<file path="config.mk">
export PLATFORM = sky130hd
export DESIGN_NAME = oea_seq
export DESIGN_NICKNAME = d
export VERILOG_FILES = /design/src/rtl/oea_pkg.sv /design/src/rtl/oea_spec_dec.sv /design/src/rtl/oea_step.sv /design/src/rtl/oea_align.sv /design/src/rtl/oea_seq.sv
export SDC_FILE = /design/constraint.sdc
export NUM_CORES = 1
export LEC_CHECK = 0
export BUFFER_PORTS_ARGS = -buffer_cell sky130_fd_sc_hd__buf_2
export CORE_MARGIN = 2
export CORE_UTILIZATION = 45
export DETAILED_ROUTE_END_ITERATION = 10
export PLACE_DENSITY = 0.71
export SKIP_LAST_GASP = 1
export SLEW_MARGIN = 25
export SYNTH_ARGS = -nofsm -noshare
export SYNTH_HDL_FRONTEND = slang
export SYNTH_SLANG_ARGS = --single-unit
export TNS_END_PERCENT = 100
</file>
<file path="constraint.sdc">
create_clock -name clk_i -period 5.5 [get_ports clk_i]
set_clock_uncertainty 0.2 [all_clocks]
set_input_delay 0.55 -clock clk_i [delete_from_list [all_inputs] [get_ports clk_i]]
set_output_delay 0.55 -clock clk_i [all_outputs]
set_load 0.02 [all_outputs]
</file>
<file path="src/rtl/oea_pkg.sv">
package oea_pkg;

  typedef enum logic [2:0] {
    ST_IDLE,
    ST_EVAL,
    ST_EXT,
    ST_PTR,
    ST_FIN,
    ST_TRAP
  } oea_state_e;

  typedef enum logic [2:0] {
    M_REG,
    M_REG_IND,
    M_POST_INC,
    M_POST_INC_IND,
    M_PRE_DEC,
    M_PRE_DEC_IND,
    M_INDEX,
    M_INDEX_IND
  } oea_mode_e;

  localparam int unsigned MODE_W = 3;

endpackage

</file>
<file path="src/rtl/oea_spec_dec.sv">
module oea_spec_dec
  import oea_pkg::*;
#(
  parameter int unsigned RW = 3,
  localparam int unsigned SPEC_W = MODE_W + RW
) (
  input  logic [SPEC_W-1:0] spec_i,
  output logic [RW-1:0]     rnum_o,
  output logic              f_reg_o,
  output logic              f_inc_o,
  output logic              f_dec_o,
  output logic              f_idx_o,
  output logic              f_ptr_o
);

  oea_mode_e mode;

  assign mode   = oea_mode_e'(spec_i[SPEC_W-1 -: MODE_W]);
  assign rnum_o = spec_i[RW-1:0];

  always_comb begin
    f_reg_o = 1'b0;
    f_inc_o = 1'b0;
    f_dec_o = 1'b0;
    f_idx_o = 1'b0;
    f_ptr_o = 1'b0;
    unique case (mode)
      M_REG:          f_reg_o = 1'b1;
      M_REG_IND:      ;
      M_POST_INC:     f_inc_o = 1'b1;
      M_POST_INC_IND: begin f_inc_o = 1'b1; f_ptr_o = 1'b1; end
      M_PRE_DEC:      f_dec_o = 1'b1;
      M_PRE_DEC_IND:  begin f_dec_o = 1'b1; f_ptr_o = 1'b1; end
      M_INDEX:        f_idx_o = 1'b1;
      M_INDEX_IND:    begin f_idx_o = 1'b1; f_ptr_o = 1'b1; end
      default:        ;
    endcase
  end

endmodule

</file>
<file path="src/rtl/oea_step.sv">
module oea_step #(
  parameter int unsigned DW = 16,
  parameter int unsigned RW = 3,
  localparam int unsigned WSTEP = DW / 8,
  localparam logic [RW-1:0] SP_IDX = {{(RW-1){1'b1}}, 1'b0}
) (
  input  logic [DW-1:0] base_i,
  input  logic [RW-1:0] rnum_i,
  input  logic          byte_i,
  input  logic          f_ptr_i,
  input  logic          f_idx_i,
  output logic [DW-1:0] inc_o,
  output logic [DW-1:0] dec_o
);

  logic          narrow;
  logic [DW-1:0] step;

  // byte stride only for direct inc/dec on general registers below the stack pointer
  assign narrow = byte_i & ~f_ptr_i & ~f_idx_i & (rnum_i < SP_IDX);
  assign step   = narrow ? DW'(1) : DW'(WSTEP);
  assign inc_o  = base_i + step;
  assign dec_o  = base_i - step;

endmodule

</file>
<file path="src/rtl/oea_align.sv">
module oea_align #(
  parameter int unsigned AW = 1
) (
  input  logic [AW-1:0] addr_lsb_i,
  input  logic          need_word_i,
  output logic          odd_o
);

  assign odd_o = need_word_i & (|addr_lsb_i);

endmodule

</file>
<file path="src/rtl/oea_seq.sv">
module oea_seq
  import oea_pkg::*;
#(
  parameter int unsigned DW = 16,
  parameter int unsigned RW = 3,
  localparam int unsigned SPEC_W = MODE_W + RW,
  localparam int unsigned AW = $clog2(DW / 8),
  localparam logic [RW-1:0] PC_IDX = '1
) (
  input  logic              clk_i,
  input  logic              rst_ni,
  input  logic              start_i,
  input  logic [SPEC_W-1:0] spec_i,
  input  logic              byte_i,
  output logic              busy_o,
  output logic              done_o,
  output logic              odd_trap_o,
  output logic              is_reg_o,
  output logic [RW-1:0]     reg_sel_o,
  output logic [DW-1:0]     addr_o,
  output logic [RW-1:0]     rf_raddr_o,
  input  logic [DW-1:0]     rf_rdata_i,
  output logic              rf_we_o,
  output logic [RW-1:0]     rf_waddr_o,
  output logic [DW-1:0]     rf_wdata_o,
  output logic              mem_req_o,
  output logic [DW-1:0]     mem_addr_o,
  input  logic              mem_valid_i,
  input  logic [DW-1:0]     mem_rdata_i
);

  oea_state_e        st_q, st_d;
  logic [SPEC_W-1:0] spec_q;
  logic              byte_q;
  logic [DW-1:0]     addr_q, addr_d;
  logic              isreg_q, isreg_d;

  logic [RW-1:0] rnum;
  logic          f_reg, f_inc, f_dec, f_idx, f_ptr;
  logic [DW-1:0] inc_v, dec_v;
  logic [DW-1:0] eval_addr, mem_cand;
  logic          eval_need_word, mem_need_word;
  logic          odd_eval, odd_mem;

  oea_spec_dec #(.RW(RW)) u_dec (
    .spec_i (spec_q),
    .rnum_o (rnum),
    .f_reg_o(f_reg),
    .f_inc_o(f_inc),
    .f_dec_o(f_dec),
    .f_idx_o(f_idx),
    .f_ptr_o(f_ptr)
  );

  oea_step #(.DW(DW), .RW(RW)) u_step (
    .base_i (rf_rdata_i),
    .rnum_i (rnum),
    .byte_i (byte_q),
    .f_ptr_i(f_ptr),
    .f_idx_i(f_idx),
    .inc_o  (inc_v),
    .dec_o  (dec_v)
  );

  // first-cycle address: pre-decrement result, else register (or PC for index modes)
  assign eval_addr      = f_dec ? dec_v : rf_rdata_i;
  assign eval_need_word = f_ptr | f_idx | ~byte_q;

  // memory-return address: indexed sum in ST_EXT, fetched pointer in ST_PTR
  assign mem_cand      = (st_q == ST_EXT) ? (mem_rdata_i + rf_rdata_i) : mem_rdata_i;
  assign mem_need_word = ((st_q == ST_EXT) & f_ptr) | ~byte_q;

  oea_align #(.AW(AW)) u_align_eval (
    .addr_lsb_i (eval_addr[AW-1:0]),
    .need_word_i(eval_need_word),
    .odd_o      (odd_eval)
  );

  oea_align #(.AW(AW)) u_align_mem (
    .addr_lsb_i (mem_cand[AW-1:0]),
    .need_word_i(mem_need_word),
    .odd_o      (odd_mem)
  );

  always_comb begin
    st_d       = st_q;
    addr_d     = addr_q;
    isreg_d    = isreg_q;
    rf_we_o    = 1'b0;
    rf_waddr_o = rnum;
    rf_wdata_o = inc_v;
    rf_raddr_o = ((st_q == ST_EVAL) && f_idx) ? PC_IDX : rnum;
    unique case (st_q)
      ST_IDLE: begin
        if (start_i) begin
          st_d    = ST_EVAL;
          isreg_d = 1'b0;
        end
      end
      ST_EVAL: begin
        if (f_reg) begin
          isreg_d = 1'b1;
          st_d    = ST_FIN;
        end else begin
          addr_d = eval_addr;
          if (odd_eval) begin
            st_d = ST_TRAP;
          end else begin
            rf_we_o    = f_inc | f_dec | f_idx;
            rf_waddr_o = f_idx ? PC_IDX : rnum;
            rf_wdata_o = f_dec ? dec_v : inc_v;
            if (f_idx)      st_d = ST_EXT;
            else if (f_ptr) st_d = ST_PTR;
            else            st_d = ST_FIN;
          end
        end
      end
      ST_EXT, ST_PTR: begin
        if (mem_valid_i) begin
          addr_d = mem_cand;
          if (odd_mem)                       st_d = ST_TRAP;
          else if ((st_q == ST_EXT) && f_ptr) st_d = ST_PTR;
          else                               st_d = ST_FIN;
        end
      end
      ST_FIN, ST_TRAP: st_d = ST_IDLE;
      default:         st_d = ST_IDLE;
    endcase
  end

  always_ff @(posedge clk_i or negedge rst_ni) begin
    if (!rst_ni) begin
      st_q    <= ST_IDLE;
      spec_q  <= '0;
      byte_q  <= 1'b0;
      addr_q  <= '0;
      isreg_q <= 1'b0;
    end else begin
      st_q    <= st_d;
      addr_q  <= addr_d;
      isreg_q <= isreg_d;
      if ((st_q == ST_IDLE) && start_i) begin
        spec_q <= spec_i;
        byte_q <= byte_i;
      end
    end
  end

  assign busy_o     = (st_q == ST_EVAL) || (st_q == ST_EXT) || (st_q == ST_PTR);
  assign done_o     = (st_q == ST_FIN);
  assign odd_trap_o = (st_q == ST_TRAP);
  assign is_reg_o   = isreg_q;
  assign reg_sel_o  = rnum;
  assign addr_o     = addr_q;
  assign mem_req_o  = (st_q == ST_EXT) || (st_q == ST_PTR);
  assign mem_addr_o = addr_q;

endmodule

</file>
Yosys cells after proc, flatten, opt, wreduce, memory -nomap -nowiden --
Index checks and enable logic that the tools add are counted.
Storage, ports and cells: register bits 27, input bits 43, output and inout bits 63, word-level logic and storage cells 91
Operators by class: $add $sub $neg 3, $lt $le $gt $ge 1, equality and inequality tests 15, mux-type cells 35, bitwise operators 14, reductions and logical operators 18
Operators by type and width (count):
- 2-to-1 mux 16 bit | 8
- 2-to-1 mux 3 bit | 13
- adder 16 bit | 2
- one-hot mux 16 bit (2 select lines) | 1
- equality test 3 bit, second input constant | 6
- subtractor 16 bit | 1
- equality test 3 x 2 -> 1 bit, second input constant | 4
- 2-to-1 mux 1 bit | 10
- one-hot mux 3 bit (3 select lines) | 1
- != test 2 bit, second input constant | 4
- OR reduction 2 bit | 4
- AND 1 bit | 6
- logical NOT 3 bit | 2
- AND reduction 3 bit | 2
- bitwise OR 1 bit | 5
- nonzero test 2 bit | 2
- equality test 3 x 1 -> 1 bit, second input constant | 1
- logical AND 1 bit | 3
- logical OR 1 bit | 3
- < comparator 3 bit, second input constant | 1
- inverter 1 bit | 3
- OR reduction 3 bit | 1
- 2-to-1 mux 2 bit | 1
- one-hot mux 1 bit (2 select lines) | 1
- AND reduction 2 bit | 1

Depth between registers and ports, before layout --
Gate-level depths: netlist (run 1).
depth after elaboration 14, depth in mapped cells 15, depth with buffers taken out 14

Cells and area by module --
Synthesis (run 1) repeated with hierarchy kept, for this count alone.
Unflattened totals: cell total of the unflattened synthesis 426, area, all modules 3538.4 um^2
Modules (own cells, without submodules):
- oea_seq | times used 1, cells each 318, area each 2770.2 um^2, sequential area each 675.6 um^2
- oea_step | times used 1, cells each 98, area each 700.7 um^2, sequential area each 0.0 um^2
- oea_spec_dec | times used 1, cells each 8, area each 55.1 um^2, sequential area each 0.0 um^2
- oea_align | times used 2, cells each 1, area each 6.3 um^2, sequential area each 0.0 um^2

Worst setup path before layout (run 1) --
OpenSTA, ideal clock, no wires.
kind register to output, from reg spec_q[4], to out rf_wdata_o[3], data arrival time 3.560 ns, setup slack 1.190 ns, cell stages (with the launch flop) 15, buffers on the path 1, cells stage by stage dfrtp_1 -> or2_2 -> clkbuf_1 -> and2_1 -> a21oi_1 -> nand3_1 -> inv_1 -> ha_1 -> nor3b_1 -> o21ai_0 -> o311ai_2 -> or3_4 -> or4_1 -> o21ai_2 -> xor2_1
On the way: word-level cells in the longest chain between the ends 14, elaborated cells on any way between the ends 29, classes of those cells 2 x add/sub; 5 x eq/ne; 10 x mux; 8 x bitwise; 4 x reduce/logical
RTL lines:
- start: declaration | RTL line oea_seq.sv:33 | logic [SPEC_W-1:0] spec_q;
- start signal: assignment | RTL line oea_seq.sv:143 | spec_q <= spec_i;
- equality test 3 x 2 -> 1 bit or equality test 3 bit (tied branches) | RTL line oea_spec_dec.sv:27 | unique case (mode)
- OR reduction 3 bit (no line)
- 2-to-1 mux 1 bit | RTL line oea_spec_dec.sv:27
- inverter 1 bit | RTL line oea_step.sv:20 | assign narrow = byte_i & ~f_ptr_i & ~f_idx_i & (rnum_i < SP_IDX);
- AND 1 bit (3 in series) | RTL line oea_step.sv:20
- 2-to-1 mux 2 bit | RTL line oea_step.sv:21 | assign step = narrow ? DW'(1) : DW'(WSTEP);
- subtractor 16 bit | RTL line oea_step.sv:23 | assign dec_o = base_i - step;
- 2-to-1 mux 16 bit | RTL line oea_seq.sv:66 | assign eval_addr = f_dec ? dec_v : rf_rdata_i;
- AND 1 bit | RTL line oea_align.sv:9 | assign odd_o = need_word_i & (|addr_lsb_i);
- 2-to-1 mux 16 bit | RTL line oea_seq.sv:106 | if (odd_eval) begin
- 2-to-1 mux 16 bit | RTL line oea_seq.sv:101 | if (f_reg) begin
- 2-to-1 mux 16 bit * | RTL line oea_seq.sv:93 | unique case (st_q)
- end: declaration | RTL line oea_seq.sv:25 | output logic [DW-1:0] rf_wdata_o,
Every way passes the cells marked *; elsewhere a longest branch is shown, timed or not.

Worst setup path in the final report (run 1) --
from reg spec_q[5], to out rf_wdata_o[3]
Same word-level chain as after synthesis.

==> impl_results.md, run 1 <==
* Post-route setup TNS at 0 ns
* Worst R2R Start: spec_q[5]
* FFs w/ async S/R, synth at 1.000
* Clk_lat worst skew at 0.30 ns
* Pwr/cell area at 475.5 nW/um^2
* Post-CTS Setup Bufs at 0
* Core ar. at 7214 um^2
* Maximum root-to-sink buffer count at 2
* Met3 wire length at 626 um
* Worst VDD drop at 0.2840 mV
* Largest net degree at the start of global routing at 34
* Setup violations, final at 0
* Non-Filler Instances at 596
* Int Pwr at 814.3 uW
* Die Span Y at 89.99 um
* Total congestion overflow at 0
* Mapped Avg Cell Area at 7.791 um^2
* Row count at 31
* Reg clk slew, reported paths at 0.12 ns
* Full die area at 8097 um^2
* Pre-CTS WS at 1.049 ns
* Seq cells post-synth at 27
* Post-synth EDFFs at 0
* Total Routing Usage GR at 0.2301
* R2R Path End: addr_o[10]
* Critical Path RT at 4.75 ns
* Max Slew Vio Count at 0
* Placed Cells at 592
* Final worst slack at 0.7258 ns
* Fin crit period at 4.774 ns
* Die width at 89.99 um
* Fmax at 209.5 MHz
* Crit start category: register
* DRT antenna net count at 0
* Routability congestion estimate from global placement at 0.8707
* PortBufs at 105
* Root Buffer Master: clkbuf_8
* Hold Fails Final Rpt at 0
* WS Path Type: register to output pin
* Routed vias at 3429
* Fin nets at 564
* WL met2 at 4517 um
* Post-synthesis compound-gate area fraction at 0.2674
* YS warnings at 0
* Diode count at 0
* Status: complete, no violations
* Net Sw Power at 998.0 uW
* Unique masters post-synth at 59
* Clock power frac at 0.073
* Commonest non-fill, non-tap cell in the layout: buf_2
* Post-synthesis adder-cell area fraction at 0.09327
* Resized Gates After CTS at 0
* Met1 Wirelength at 4220 um
* First-pass detailed-route iteration total at 5
* Antenna violations before repair at 0
* Simple-Gate Fraction of Synth Area at 0.2174
* Final period util at 0.8680
* Starting density of the core at 0.4612
* HPWL after DPL at 7237 um
* Lkg Pwr at 0.001712 uW
* Layout cells sized above 1 at 0.2837
* Top_reg_cell synth: dfrtp_1
* Mux contribution to synthesized area at 0.03911
* Largest family of logic cells by synthesized area: compound AO/OA/AOI/OAI gates
* Reg power frac at 0.236
* Vias per std cell at 5.753
* DRT iter0 DRCs at 207
* Hold-fix buffers at CTS at 0
* Post-synthesis net count at 493
* Sw frac at 0.5507
* Reg2reg path depth at 14
* Worst Max-Slew Pin Slew at 0.8865 ns
* Highest metal used: met4
* Num CTS Buffers at 3
* Total Wirelength at 9476 um
* First-pass GRT wire length at 15540 um
* RSZ-0062 raised after global routing: false
* Tot Pwr at 1812 uW
* Slew headroom at 0.4075
* DR WL/cell at 15.90 um
* Hold slack at 0.07424 ns
* Max FO, Critical Path at 9
* Mapped cell area at 3327 um^2
* Sequential fraction of the synthesis area at 0.2031
* CTS Sinks at 27
* HP Class: input port to async pin
* Maxcap violations at 0
* Cell count after synthesis at 427
* Flop2flop setup slack at 1.63 ns
* TritonCTS clock tree: done
* Top Ports at 106
* Area delta synth->final at 14.55%
* Vias in the first global route at 3245
* DRC at 0
* Setup crit end kind: output pin
* Most frequent cells in the layout: buf_2, nand2_1, a21oi_1
* Worst Path Arrival at 4.02 ns
* Combinational Power Share at 0.690
* XOR/XNOR Fraction of Synth Area at 0.09214
* CTS HTree Levels at 1
[power groups by stage]
stage | registers [uW] | logic [uW] | clock network [uW]
finish | 428 | 1250 | 133
global route | 451 | 1370 | 144
CTS | 429 | 1260 | 134
detailed placement | 433 | 1250 | 0
global placement | 425 | 1230 | 0
floorplan | 446 | 951 | 0
[cell usage after synthesis, types with 5 or more instances]
library cell  count  area (um^2)
a31oi_1           7        43.79
nand3_1          11        55.05
mux2_2            8        90.09
nor3b_1           5        37.54
or2_2            10        62.56
o211ai_1          6        45.04
o21a_1            5        37.54
nand2b_1          5        31.28
inv_1            16        60.06
xnor2_1          20        175.2
dfrtp_1          27        675.7
nor2b_1           5        31.28
nand4_1           6        37.54
o21ai_0          34        170.2
and2_1            5        31.28
buf_4            19        142.6
xor2_1           15        131.4
nand2_1          39        146.4
nor2_1           21        78.83
buf_1             5        18.77
clkbuf_1         15        56.30
ha_1             20        250.2
nor3_1           10        50.05
a21o_1           10        75.07
a21oi_1          36        180.2
a211oi_1          8        60.06
[per-layer routing]
metal  up-vias  GRT usage
li1       1681          -
met1      1604     0.3012
met2       135     0.4066
met3         9    0.02766
met4         0    0.05385
met5         -          0
[how the worst max path moves through the flow]
stage               from             to  cells after the start
6_report       spec_q[5]  rf_wdata_o[3]                     14
3_3_place_gp   spec_q[4]  rf_wdata_o[3]                     14
3_5_place_dp   spec_q[4]  rf_wdata_o[3]                     14
5_1_grt        spec_q[4]  rf_wdata_o[3]                     14
4_1_cts        spec_q[5]  rf_wdata_o[3]                     14
2_1_floorplan  spec_q[4]  rf_wdata_o[3]                     14
[cell families after synthesis]
logic type,count (synthesis)
xor gates and xnor gates,35
muxes,12
AOI/OAI and AO/OA,138
buffers and inverters,58
and+or+nand+nor,134
DFF,27
adders and majority gates,23
[worst max-delay path, stage by stage (launching register included)]
cell and delay [ns]:
dfrtp_1 0.48, or2_2 0.36, and2_1 0.19, a21oi_1 0.14
nand3_1 0.22, inv_1 0.19, ha_1 0.27, nor3b_1 0.14
o21ai_0 0.20, o311ai_2 0.21, or3_4 0.39, or4_1 0.49
o21ai_2 0.09, xor2_1 0.16, buf_2 0.18
[area by class of cell]
| class | count | area [um^2] |
|---|---|---|
| fill | 744 | 3403 |
| sequential | 27 | 676.9 |
| timing repair buffer | 107 | 540.5 |
| multi-input combinational | 342 | 2360 |
| clock buffer | 3 | 41.29 |
| inverter | 17 | 63.81 |
| tap | 99 | 123.9 |
| clock inverter | 1 | 5.005 |
[flip-flops by register name, summed over array words and instances (netlist names)]
| name | count |
|---|---|
| addr_o | 16 |
| byte_q | 1 |
| is_reg_o | 1 |
| spec_q | 6 |
| st_q | 3 |
[per-stage QoR]
stage,util,area (um^2)
floorplan,-,3327
finish,0.5283,3811
global route,0.5283,3811
global placement,0.5217,3764
detailed placement,0.5217,3764
CTS,0.5281,3810
Note: power is estimated with default switching activity, not from simulation.
==> run 2: changes to the inputs <==
==> constraint.sdc (replaced) <==
create_clock -name clk_i -period 5.5 [get_ports clk_i]
set_clock_uncertainty 0.2 [all_clocks]
set_input_delay 0.825 -clock clk_i [delete_from_list [all_inputs] [get_ports clk_i]]
set_output_delay 0.825 -clock clk_i [all_outputs]
set_load 0.02 [all_outputs]
==> run 2 against run 1 <==
Net effect: highest routed layer unchanged; clock-buffer cell count did not move; global-route usage rose by 0.063 points; clock power barely moved; utilization did not move; cell count did not move; sequential cell count did not move; die area did not move; critical path type unchanged; worst setup slack got worse by 0.29 ns.
==> impl_results.md, run 2 (same netlist as run 1, synthesis figures left out) <==
* Resized Gates After CTS at 0 (unchanged)
* Core ar. at 7214 um^2 (unchanged)
* Largest net degree at the start of global routing at 34 (unchanged)
* Max reg flops at 16 (unchanged)
* Hold-fix buffers at CTS at 0 (unchanged)
* CP max stage delay at 0.50 ns (was 0.49 ns)
* Final period util at 0.9217 (was 0.8680)
* Full die area at 8097 um^2 (unchanged)
* Vias per std cell at 5.666 (was 5.753)
* Commonest non-fill, non-tap cell in the layout: buf_2 (unchanged)
* Worst path cell trace: or2_2 > and2_1 > a21oi_1 > nand3_1 > inv_1 > ha_1 > nor3b_1 > o21ai_0 > o311ai_2 > or3_4 > or4_1 > o21ai_2 > xor2_1 > buf_2 (unchanged)
* Worst VDD drop at 0.2902 mV (was 0.2840 mV)
* Max FO, Critical Path at 9 (unchanged)
* Fin crit period at 5.069 ns (was 4.774 ns)
* Fmax at 197.3 MHz (was 209.5 MHz)
* CTS Sinks at 27 (unchanged)
* CTS HTree Levels at 1 (unchanged)
* HP Class: register to register (was input port to async pin)
* Reg clk slew, reported paths at 0.11 ns (was 0.12 ns)
* Maxcap violations at 0 (unchanged)
* Starting density of the core at 0.4612 (unchanged)
* Non-Filler Instances at 596 (unchanged)
* PortBufs at 105 (unchanged)
* DRT iter0 DRCs at 265 (was 207)
* Crit start category: register (unchanged)
* Buffer and inverter count on the worst path at 2 (unchanged)
* Setup crit end kind: output pin (unchanged)
* HPWL after DPL at 7208 um (was 7237 um)
* Status: complete, no violations (unchanged)
* Setup violations, final at 0 (unchanged)
* Routability congestion estimate from global placement at 0.8707 (unchanged)
* Multi-input gate area at 2360 um^2 (unchanged)
* Lkg Pwr at 0.001712 uW (unchanged)
* Die width at 89.99 um (unchanged)
* Placed Cells at 592 (unchanged)
* Total Wirelength at 9354 um (was 9476 um)
* Die Span Y at 89.99 um (unchanged)
* Post-route setup TNS at 0 ns (unchanged)
* Stages on the worst setup path at 14 (unchanged)
* Fillers at 747 (was 744)
* Total congestion overflow at 0 (unchanged)
* TritonCTS clock tree: done (unchanged)
* Worst Setup SP: spec_q[5] (unchanged)
* DRT antenna net count at 0 (unchanged)
* Pre-CTS WS at 0.7785 ns (was 1.049 ns)
* Pwr/cell area at 473.4 nW/um^2 (was 475.5 nW/um^2)
* Post-CTS Setup Bufs at 0 (unchanged)
* Top Ports at 106 (unchanged)
* Num CTS Buffers at 3 (unchanged)
* Slew headroom at 0.4187 (was 0.4075)
* Clk_lat worst skew at 0.29 ns (was 0.30 ns)
* RSZ-0062 raised after global routing: false (unchanged)
* Most frequent cells in the layout: buf_2, nand2_1, a21oi_1 (unchanged)
* Layout cells sized above 1 at 0.2837 (unchanged)
* Hold Fails Final Rpt at 0 (unchanged)
* Flop2flop setup slack at 1.63 ns (about the same)
* Register area at 676.9 um^2 (unchanged)
* Critical Path RT at 4.47 ns (was 4.75 ns)
* Antenna violations before repair at 0 (unchanged)
* DR WL/cell at 15.69 um (was 15.90 um)
* First-pass detailed-route iteration total at 4 (was 5)
* Worst Max-Slew Pin Slew at 0.8701 ns (was 0.8865 ns)
* Reg2reg path depth at 14 (unchanged)
* DRC at 0 (unchanged)
* Critical Path Sink: rf_wdata_o[3] (unchanged)
* Final worst slack at 0.4308 ns (was 0.7258 ns)
* First-pass GRT wire length at 15760 um (was 15540 um)
* Maximum root-to-sink buffer count at 2 (unchanged)
* Vias in the first global route at 3300 (was 3245)
* WS Path Type: register to output pin (unchanged)
* Worst Path Arrival at 4.04 ns (was 4.02 ns)
* Max Slew Vio Count at 0 (unchanged)
* Diode count at 0 (unchanged)
* R2R Path End: addr_o[10] (unchanged)
* Min-delay src: addr_o[5]
* Root Buffer Master: clkbuf_8 (unchanged)
* Total Routing Usage GR at 0.2307 (was 0.2301)
* Slowest CP cell: or4_1 (unchanged)
* Crit path max-delay family: simple AND/OR/NAND/NOR gates (unchanged)
* Fin nets at 564 (unchanged)
* Row count at 31 (unchanged)
* Routed vias at 3377 (was 3429)
* Worst R2R Start: spec_q[5] (unchanged)
* Area delta synth->final at 14.55% (unchanged)
-- run 2: cell counts in the layout (fill, tap and decap cells not counted) --
No cell type changed its count.
-- run 2: how the worst min path moves through the flow --
| stage | endpoint | slack [ns] | cells after the start |
|---|---|---|---|
| floorplan | spec_q[0] | 0.31 | 1 |
| finish | addr_o[5] | 0.30 | 2 |
| detailed placement | addr_o[0] | 0.29 | 1 |
| global placement | addr_o[5] | 0.27 | 2 |
| global route | addr_o[0] | 0.34 | 1 |
| CTS | addr_o[0] | 0.31 | 1 |
-- run 2: stage by stage --
step	utilization	power [uW]	cell area, um^2	hold slack [ns]
5_1_grt	0.5283	1959	3811	0.3396
4_1_cts	0.5281	1815	3810	0.3126
3_5_place_dp	0.5217	1683	3764	0.2853
2_1_floorplan	-	1397	3327	0.3117
6_report	0.5283	1804	3811	0.3035
3_3_place_gp	0.5217	1657	3764	0.2738
-- run 2: layout make-up --
type	instances	share of cell area
Clock inverter	1	0.001313
Timing Repair Buffer	107	0.1418
Inverter	17	0.01674
Sequential cell	27	0.1776
Clock buffer	3	0.01083
Tap cell	99	0.03250
Multi-Input combinational cell	342	0.6192
-- run 2: where the power goes --
part | total [uW] | internal (uW) | switching [uW]
combinational | 1250 | 464 | 782
clock | 130 | 51.3 | 79.2
sequential | 427 | 297 | 130
-- run 2: layer usage --
| layer | vias up | track usage | part of all wire |
|---|---|---|---|
| met5 | - | 0 | 0 |
| met4 | 0 | 0.06538 | 0.019 |
| met3 | 14 | 0.02934 | 0.072 |
| met2 | 123 | 0.3927 | 0.47 |
| met1 | 1555 | 0.3087 | 0.44 |
| li1 | 1685 | - | - |
-- run 2: worst reg2reg max path: stages (launching register included) --
cell and delay, ns:
dfrtp_1 0.48, or2_2 0.36, and2_1 0.19, a21oi_1 0.15, nand3_1 0.23, inv_1 0.19
ha_1 0.20, fa_1 0.24, nor4b_2 0.47, nand2_1 0.23, nor3_1 0.29, xnor2_1 0.17
o21ai_0 0.09, a31oi_1 0.16, o21ai_0 0.09
